**config.mk**
```make
export PLATFORM = sky130hd
export DESIGN_NAME = xcpu_irq_hub
export DESIGN_NICKNAME = d
export VERILOG_FILES = /design/src/rtl/xirq_pkg.sv /design/src/rtl/xirq_ctrl.sv /design/src/rtl/xirq_datapath.sv /design/src/rtl/xcpu_irq_hub.sv
export SDC_FILE = /design/constraint.sdc
export NUM_CORES = 1
export LEC_CHECK = 0
export BUFFER_PORTS_ARGS = -buffer_cell sky130_fd_sc_hd__buf_2
export CAP_MARGIN = 10
export CORE_UTILIZATION = 40
export CTS_BUF_LIST = sky130_fd_sc_hd__clkbuf_4
export CTS_CLUSTER_DIAMETER = 150
export DETAILED_ROUTE_END_ITERATION = 12
export PLACE_DENSITY = 0.86
export SLEW_MARGIN = 20
export SYNTH_ARGS = -nofsm -noshare
export SYNTH_HDL_FRONTEND = slang
export SYNTH_SLANG_ARGS = --single-unit
```
**constraint.sdc**
```tcl
create_clock -name clk -period 1.46 [get_ports clk]
set_input_delay 0 -clock clk [delete_from_list [all_inputs] [get_ports clk]]
set_output_delay 0 -clock clk [all_outputs]
set_load 0.01 [all_outputs]
```
**src/rtl/xirq_pkg.sv**
```systemverilog
package xirq_pkg;

  localparam int MAX_CPU   = 4;
  localparam int REG_W     = 64;

  // control-word field positions (software-visible)
  localparam int REQ_LO    = 12;
  localparam int DROP_LO   = 8;
  localparam int TDROP_LO  = 4;
  localparam int NXM_BIT   = 28;

  // word addresses
  localparam int ADR_CTL   = 0;
  localparam int ADR_IPEND = 1;
  localparam int ADR_TPEND = 2;
  localparam int ADR_IREQ  = 3;

  typedef enum logic [1:0] {
    RD_ZERO,
    RD_CTL,
    RD_IPEND,
    RD_TPEND
  } rdSel_e;

  typedef struct packed {
    logic [MAX_CPU-1:0] ipiSet;
    logic [MAX_CPU-1:0] ipiClr;
    logic [MAX_CPU-1:0] tmrClr;
    logic               rdEn;
    rdSel_e             rdSel;
  } xirqStrobe_t;

endpackage

```
**src/rtl/xirq_ctrl.sv**
```systemverilog
module xirq_ctrl
  import xirq_pkg::*;
#(
  parameter int NUM_CPU = 4,
  parameter int ADDR_W  = 4
) (
  input  logic              clk,
  input  logic              rstN,
  input  logic              regValid,
  input  logic              regWrite,
  input  logic [ADDR_W-1:0] regAddr,
  input  logic [REG_W-1:0]  regWdata,
  output xirqStrobe_t       st,
  output logic              badWrite
);

  localparam logic [MAX_CPU-1:0] CPU_MASK = MAX_CPU'((1 << NUM_CPU) - 1);

  logic [MAX_CPU-1:0] reqF, dropF, tdropF, dedF;
  logic               nxmAck, wrEn, rdEn, badNow;
  logic               unusedWdata;

  assign reqF   = regWdata[REQ_LO   +: MAX_CPU] & CPU_MASK;
  assign dropF  = regWdata[DROP_LO  +: MAX_CPU] & CPU_MASK;
  assign tdropF = regWdata[TDROP_LO +: MAX_CPU] & CPU_MASK;
  assign dedF   = regWdata[MAX_CPU-1:0]         & CPU_MASK;
  assign nxmAck = regWdata[NXM_BIT];
  assign wrEn   = regValid &  regWrite;
  assign rdEn   = regValid & ~regWrite;

  assign unusedWdata = ^{regWdata[REG_W-1:NXM_BIT+1], regWdata[NXM_BIT-1:REQ_LO+MAX_CPU]};

  always_comb begin
    st       = '0;
    st.rdSel = RD_ZERO;
    badNow   = 1'b0;
    if (rdEn) begin
      st.rdEn = 1'b1;
      if      (regAddr == ADDR_W'(ADR_CTL))   st.rdSel = RD_CTL;
      else if (regAddr == ADDR_W'(ADR_IPEND)) st.rdSel = RD_IPEND;
      else if (regAddr == ADDR_W'(ADR_TPEND)) st.rdSel = RD_TPEND;
    end
    if (wrEn) begin
      if (regAddr == ADDR_W'(ADR_CTL)) begin
        if ((reqF | dropF | tdropF) != '0 || nxmAck) begin
          st.ipiSet = reqF;
          st.ipiClr = dropF;
          st.tmrClr = tdropF;
        end else begin
          badNow = 1'b1;
        end
      end else if (regAddr == ADDR_W'(ADR_IPEND)) begin
        if (dedF != '0) st.ipiClr = dedF;
        else            badNow    = 1'b1;
      end else if (regAddr == ADDR_W'(ADR_TPEND)) begin
        if (dedF != '0) st.tmrClr = dedF;
        else            badNow    = 1'b1;
      end else if (regAddr == ADDR_W'(ADR_IREQ)) begin
        if (dedF != '0) st.ipiSet = dedF;
        else            badNow    = 1'b1;
      end else begin
        badNow = 1'b1;
      end
    end
  end

  always_ff @(posedge clk) begin
    if (!rstN) badWrite <= 1'b0;
    else       badWrite <= badNow;
  end

  // a rejected write pulses the error flag on the following cycle
  a_r7_bad_flagged: assert property (@(posedge clk) disable iff (!rstN)
    badNow |=> badWrite);

  // a read never raises the error flag
  a_r8_read_not_bad: assert property (@(posedge clk) disable iff (!rstN)
    (regValid && !regWrite) |=> !badWrite);

endmodule

```
**src/rtl/xirq_datapath.sv**
```systemverilog
module xirq_datapath
  import xirq_pkg::*;
#(
  parameter int NUM_CPU = 4
) (
  input  logic               clk,
  input  logic               rstN,
  input  logic               tick,
  input  xirqStrobe_t        st,
  input  logic [1:0]         reqCpuId,
  output logic [MAX_CPU-1:0] ipiPend,
  output logic [MAX_CPU-1:0] tmrPend,
  output logic [MAX_CPU-1:0] dupIpi,
  output logic [MAX_CPU-1:0] staleIpi,
  output logic               rdValid,
  output logic [REG_W-1:0]   rdData
);

  localparam logic [MAX_CPU-1:0] CPU_MASK = MAX_CPU'((1 << NUM_CPU) - 1);

  for (genvar g = 0; g < MAX_CPU; g++) begin : g_lane
    if (g < NUM_CPU) begin : g_live
      logic ipiQ, tmrQ, dupQ, staleQ;
      always_ff @(posedge clk) begin
        if (!rstN) begin
          ipiQ   <= 1'b0;
          tmrQ   <= 1'b0;
          dupQ   <= 1'b0;
          staleQ <= 1'b0;
        end else begin
          // drop first, then request: a request in the same write wins
          ipiQ   <= (ipiQ & ~st.ipiClr[g]) | st.ipiSet[g];
          dupQ   <= st.ipiSet[g] & ipiQ & ~st.ipiClr[g];
          staleQ <= st.ipiClr[g] & ~ipiQ;
          // tick outranks a same-cycle timer drop
          tmrQ   <= tick | (tmrQ & ~st.tmrClr[g]);
        end
      end
      assign ipiPend[g]  = ipiQ;
      assign tmrPend[g]  = tmrQ;
      assign dupIpi[g]   = dupQ;
      assign staleIpi[g] = staleQ;
    end else begin : g_idle
      assign ipiPend[g]  = 1'b0;
      assign tmrPend[g]  = 1'b0;
      assign dupIpi[g]   = 1'b0;
      assign staleIpi[g] = 1'b0;
    end
  end

  logic [REG_W-1:0] rdNext;

  always_comb begin
    rdNext = '0;
    unique case (st.rdSel)
      RD_CTL: begin
        rdNext[DROP_LO  +: MAX_CPU] = ipiPend;
        rdNext[TDROP_LO +: MAX_CPU] = tmrPend;
        rdNext[1:0]                 = reqCpuId;
      end
      RD_IPEND: rdNext[MAX_CPU-1:0] = ipiPend;
      RD_TPEND: rdNext[MAX_CPU-1:0] = tmrPend;
      default:  rdNext = '0;
    endcase
  end

  always_ff @(posedge clk) begin
    if (!rstN) begin
      rdValid <= 1'b0;
      rdData  <= '0;
    end else begin
      rdValid <= st.rdEn;
      if (st.rdEn) rdData <= rdNext;
    end
  end

  a_r2_ipi_posted: assert property (@(posedge clk) disable iff (!rstN)
    (|st.ipiSet) |=> ((ipiPend & $past(st.ipiSet)) == $past(st.ipiSet)));

  a_r3_ipi_dropped: assert property (@(posedge clk) disable iff (!rstN)
    (|(st.ipiClr & ~st.ipiSet)) |=> ((ipiPend & $past(st.ipiClr & ~st.ipiSet)) == '0));

  a_r5_stale_flagged: assert property (@(posedge clk) disable iff (!rstN)
    (|(st.ipiClr & ~ipiPend)) |=> (|staleIpi));

  a_r6_tick_posts_all: assert property (@(posedge clk) disable iff (!rstN)
    tick |=> (tmrPend == CPU_MASK));

  a_r9_read_latency: assert property (@(posedge clk) disable iff (!rstN)
    st.rdEn |=> rdValid);

  a_r10_upper_lanes_quiet: assert property (@(posedge clk) disable iff (!rstN)
    ((ipiPend | tmrPend | dupIpi | staleIpi) & ~CPU_MASK) == '0);

endmodule

```
**src/rtl/xcpu_irq_hub.sv**
```systemverilog
module xcpu_irq_hub
  import xirq_pkg::*;
#(
  parameter int NUM_CPU = 4,
  parameter int ADDR_W  = 4
) (
  input  logic               clk,
  input  logic               rstN,
  input  logic               tick,
  input  logic               regValid,
  input  logic               regWrite,
  input  logic [ADDR_W-1:0]  regAddr,
  input  logic [REG_W-1:0]   regWdata,
  input  logic [1:0]         reqCpuId,
  output logic               rdValid,
  output logic [REG_W-1:0]   rdData,
  output logic [MAX_CPU-1:0] ipiIrq,
  output logic [MAX_CPU-1:0] tmrIrq,
  output logic [MAX_CPU-1:0] dupIpi,
  output logic [MAX_CPU-1:0] staleIpi,
  output logic               badWrite
);

  xirqStrobe_t strobe;

  xirq_ctrl #(.NUM_CPU(NUM_CPU), .ADDR_W(ADDR_W)) u_ctrl (
    .clk      (clk),
    .rstN     (rstN),
    .regValid (regValid),
    .regWrite (regWrite),
    .regAddr  (regAddr),
    .regWdata (regWdata),
    .st       (strobe),
    .badWrite (badWrite)
  );

  xirq_datapath #(.NUM_CPU(NUM_CPU)) u_dp (
    .clk      (clk),
    .rstN     (rstN),
    .tick     (tick),
    .st       (strobe),
    .reqCpuId (reqCpuId),
    .ipiPend  (ipiIrq),
    .tmrPend  (tmrIrq),
    .dupIpi   (dupIpi),
    .staleIpi (staleIpi),
    .rdValid  (rdValid),
    .rdData   (rdData)
  );

endmodule

```
==> flow_summary.toml <==
[grt]
grt_pass1_wl_mm = 5.93
grt_usage_pct = 15.5
met3_usage_pct = 6.49
grt_max_degree = 22
grt_util_met2_pct = 22.8
grt.busiest_layer = "met2"
gr-total-overflow = 0
grt_pass1_vias = 1253
grt_use_met1_pct = 18.8
grt_antenna_before_repair = 0

[worst_setup_path]
ff2ff_setup_slack_ns = 0.50
cp-end-kind = "register"
crit_path_start_kind = "input port"
crit_required_ns = 1.65
critPathMaxStageDelay_ns = 0.52
crit-reg2reg-capture = "u_dp.rdData[3]"
worst-path-max-fanout = 10
path_cells = "buf_2 -> or3_1 -> o31ai_1 -> o22ai_1"
reg2reg_depth = 3
critPathKind = "in -> reg"
cpMaxStageDelayCell = "or3_1"
arrival_ns = 1.17
timing.rr.start = "u_dp.g_lane[3].g_live.ipiQ"

[power]
p_int_mw = 1.27
power_leakage_nw = 0.947
p_clk_share_pct = 35.9
ir_worst_vdd_mv = 0.329
p_sw_share_pct = 26.5
p_sw_uw = 457
seqPwrFrac_pct = 48.9
power.density_mw_per_mm2 = 883
p_comb_share_pct = 15.1
power_mw = 1.73

[timing]
min_period_ns = 0.983
setup_violations = 0
fin_crit_sh_pct = 67.3
rsz0062_at_grt = "no"
finalHoldViolations = 0
slew_violations = 0
worst_pin_slew_ns = 0.503
fin_skew_ns = 0.00588
timing.fmax_mhz = 1020
fin_tns_setup_ns = 0
slew_headroom_pct = 66.4

[routing]
drt.antenna.violating_nets = 0
drtIter0Drc = 125
route.vias.total = 1502
wire_per_inst_um = 12.6
finalWirelength_mm = 3.93
drc = 0
vias_per_cell = 4.83
dr.pass1.iters = 4

[synthesis]
netlist.area_leader.share_pct = 32.1
yosys_warnings = 0
yosysUniqueCellTypes = 40
yosys-top-cells-count = "69 x buf_4, 30 x dfxtp_1, 14 x a21oi_1, 14 x nand3_1, 12 x nand2_1"
synthFlopType = "dfxtp_1"
synthArstFlopShare_pct = 0
ys_seq_elements = 30
syn_area_per_cell_um2 = 8.59
netlist_instances = 218
syn-cell-area_mm2 = 0.00187
synth_edf_count = 0
ys_top_cells_by_area = "dfxtp_1 32%, buf_4 28%, mux2i_1 4.8%"
synth_top_area_cell = "dfxtp_1"
yosysSeqAreaShare_pct = 32.1
yosysMostFrequentCell = "buf_4"

[flow_run]
cap_violations = 0

[worst_hold_path]
hold_end = "u_dp.g_lane[2].g_live.tmrQ"
hold_path_startpoint = "tick"
worstHoldPathCells = 2
hold_class = "in -> reg"

[placed_design]
gp_congestion = 0.870
dp_hpwl_mm = 3.13
placed_area_mm2 = 0.00188
port_buffers = 57

[clocking]
h-tree-depth = 2
ctsHoldBuffers = 0
cts_tree = "yes"
post-cts-setup-buffers = 0
clkSlewWorstSetupHoldPaths_ns = 0.09
ctsResizeCount = 0
cts_buffers = 5
clk_latency_ns = 0.32
cts_buffer_depth = 2
cts_root_buffer = "clkbuf_4"
clkSinkCount = 30

[floorplan]
row_count = 24
dieArea_mm2 = 0.00496
initial_core_util_pct = 42.4
die_h_um = 70.4
io_pins = 157
die_width_um = 70.4
core_mm2 = 0.00441

[cells_and_area]
diodes = 0
layout.nets = 333
drive_above_1_share_pct = 27.8
fin_area_mm2 = 0.00196
area_delta_synth_final_pct = 4.48

[outcome]
status = "finished clean"
## registers in the layout, summed over array words and instances (netlist names)
| name | cells |
|---|---|
| u_dp.rdData | 12 |
| u_dp.g_lane.g_live.dupQ | 4 |
| u_dp.g_lane.g_live.ipiQ | 4 |
| u_dp.g_lane.g_live.staleQ | 4 |
| u_dp.g_lane.g_live.tmrQ | 4 |
| u_ctrl.badWrite | 1 |
| u_dp.rdValid | 1 |
## power groups by stage
| stage | clock [mW] | sequential, mW | combinational, mW |
|---|---|---|---|
| 6_report | 0.621 | 0.845 | 0.262 |
| 5_1_grt | 0.679 | 0.847 | 0.286 |
| 4_1_cts | 0.640 | 0.845 | 0.257 |
| 3_5_place_dp | 0 | 0.864 | 0.257 |
| 3_3_place_gp | 0 | 0.864 | 0.253 |
| 2_1_floorplan | 0 | 0.861 | 0.285 |
## cell families (layout without fill, tap and decap cells)
| logic type | count (synthesis) | count (layout) | share of synthesized area (%) |
|---|---|---|---|
| other | 1 | 52 | 0.200 |
| multiplexers | 9 | 9 | 4.81 |
| buffers and inverters | 79 | 69 | 29.8 |
| flip-flops | 30 | 30 | 32.1 |
| AO/OA/AOI/OAI | 37 | 37 | 13.3 |
| AND/OR/NAND/NOR | 62 | 62 | 19.8 |
## layer usage
| layer | wire length [µm] | share of wire [%] | vias to the layer above |
|---|---|---|---|
| met5 | 0 | 0 | - |
| met4 | 89 | 2.3 | 0 |
| met3 | 431 | 11 | 9 |
| met2 | 1740 | 44 | 88 |
| met1 | 1670 | 42 | 681 |
| li1 | - | - | 724 |
## critical path, delay by kind of cell
family	cells	cell delay [ns]
simple gates	1	0.52
compound gates	2	0.48
buf+inv	1	0.17
## worst max-delay path by stage
| stage | slack [ns] | start | endpoint |
|---|---|---|---|
| 2_1_floorplan | 0.38 | regAddr[3] | u_dp.g_lane[0].g_live.tmrQ |
| 3_3_place_gp | 0.19 | regAddr[3] | u_dp.g_lane[1].g_live.tmrQ |
| 3_5_place_dp | 0.15 | regAddr[1] | u_dp.g_lane[1].g_live.ipiQ |
| 4_1_cts | 0.49 | regAddr[1] | u_dp.g_lane[1].g_live.ipiQ |
| 5_1_grt | 0.37 | regAddr[1] | u_dp.g_lane[1].g_live.ipiQ |
| 6_report | 0.48 | regAddr[1] | u_dp.g_lane[1].g_live.ipiQ |
## cell usage in the layout, fill, tap and decap left out, types with 2 or more instances in the layout
master,count
a211o_1,2
a21oi_1,14
a2bb2oi_1,2
and3_1,2
and3b_1,4
buf_2,57
buf_4,2
clkbuf_4,5
clkinv_2,2
conb_1,52
dfxtp_1,30
inv_1,2
mux2i_1,9
nand2_1,12
nand2b_1,2
nand3_1,14
nor2_1,4
nor2b_1,2
nor3_1,4
nor4_1,4
o21ai_0,5
o221a_1,4
o22ai_1,2
o31ai_1,3
or2_2,2
or3_1,2
or3b_1,2
## final cells by class
cell class	instances	area [µm²]
Clock buffer	5	37.5
Clock inverter	3	40.0
Fill cell	463	2460
Inverter	2	7.51
Multi-Input combinational cell	160	905
Sequential cell	30	601
Tap cell	52	65.1
Timing Repair Buffer	59	300
## metrics by stage
step                      cells  util [%]  hold WS (ns)  setup slack [ns]
after floorplan             269         -         0.179             0.382
after detailed placement    303      42.5         0.343             0.154
final                       311      44.3        0.0131             0.477
after global routing        311      44.3       0.00950             0.371
after global placement      303      42.5         0.331             0.188
after CTS                   311      44.3      0.000152             0.495
Power figures use the tool's default switching activity.
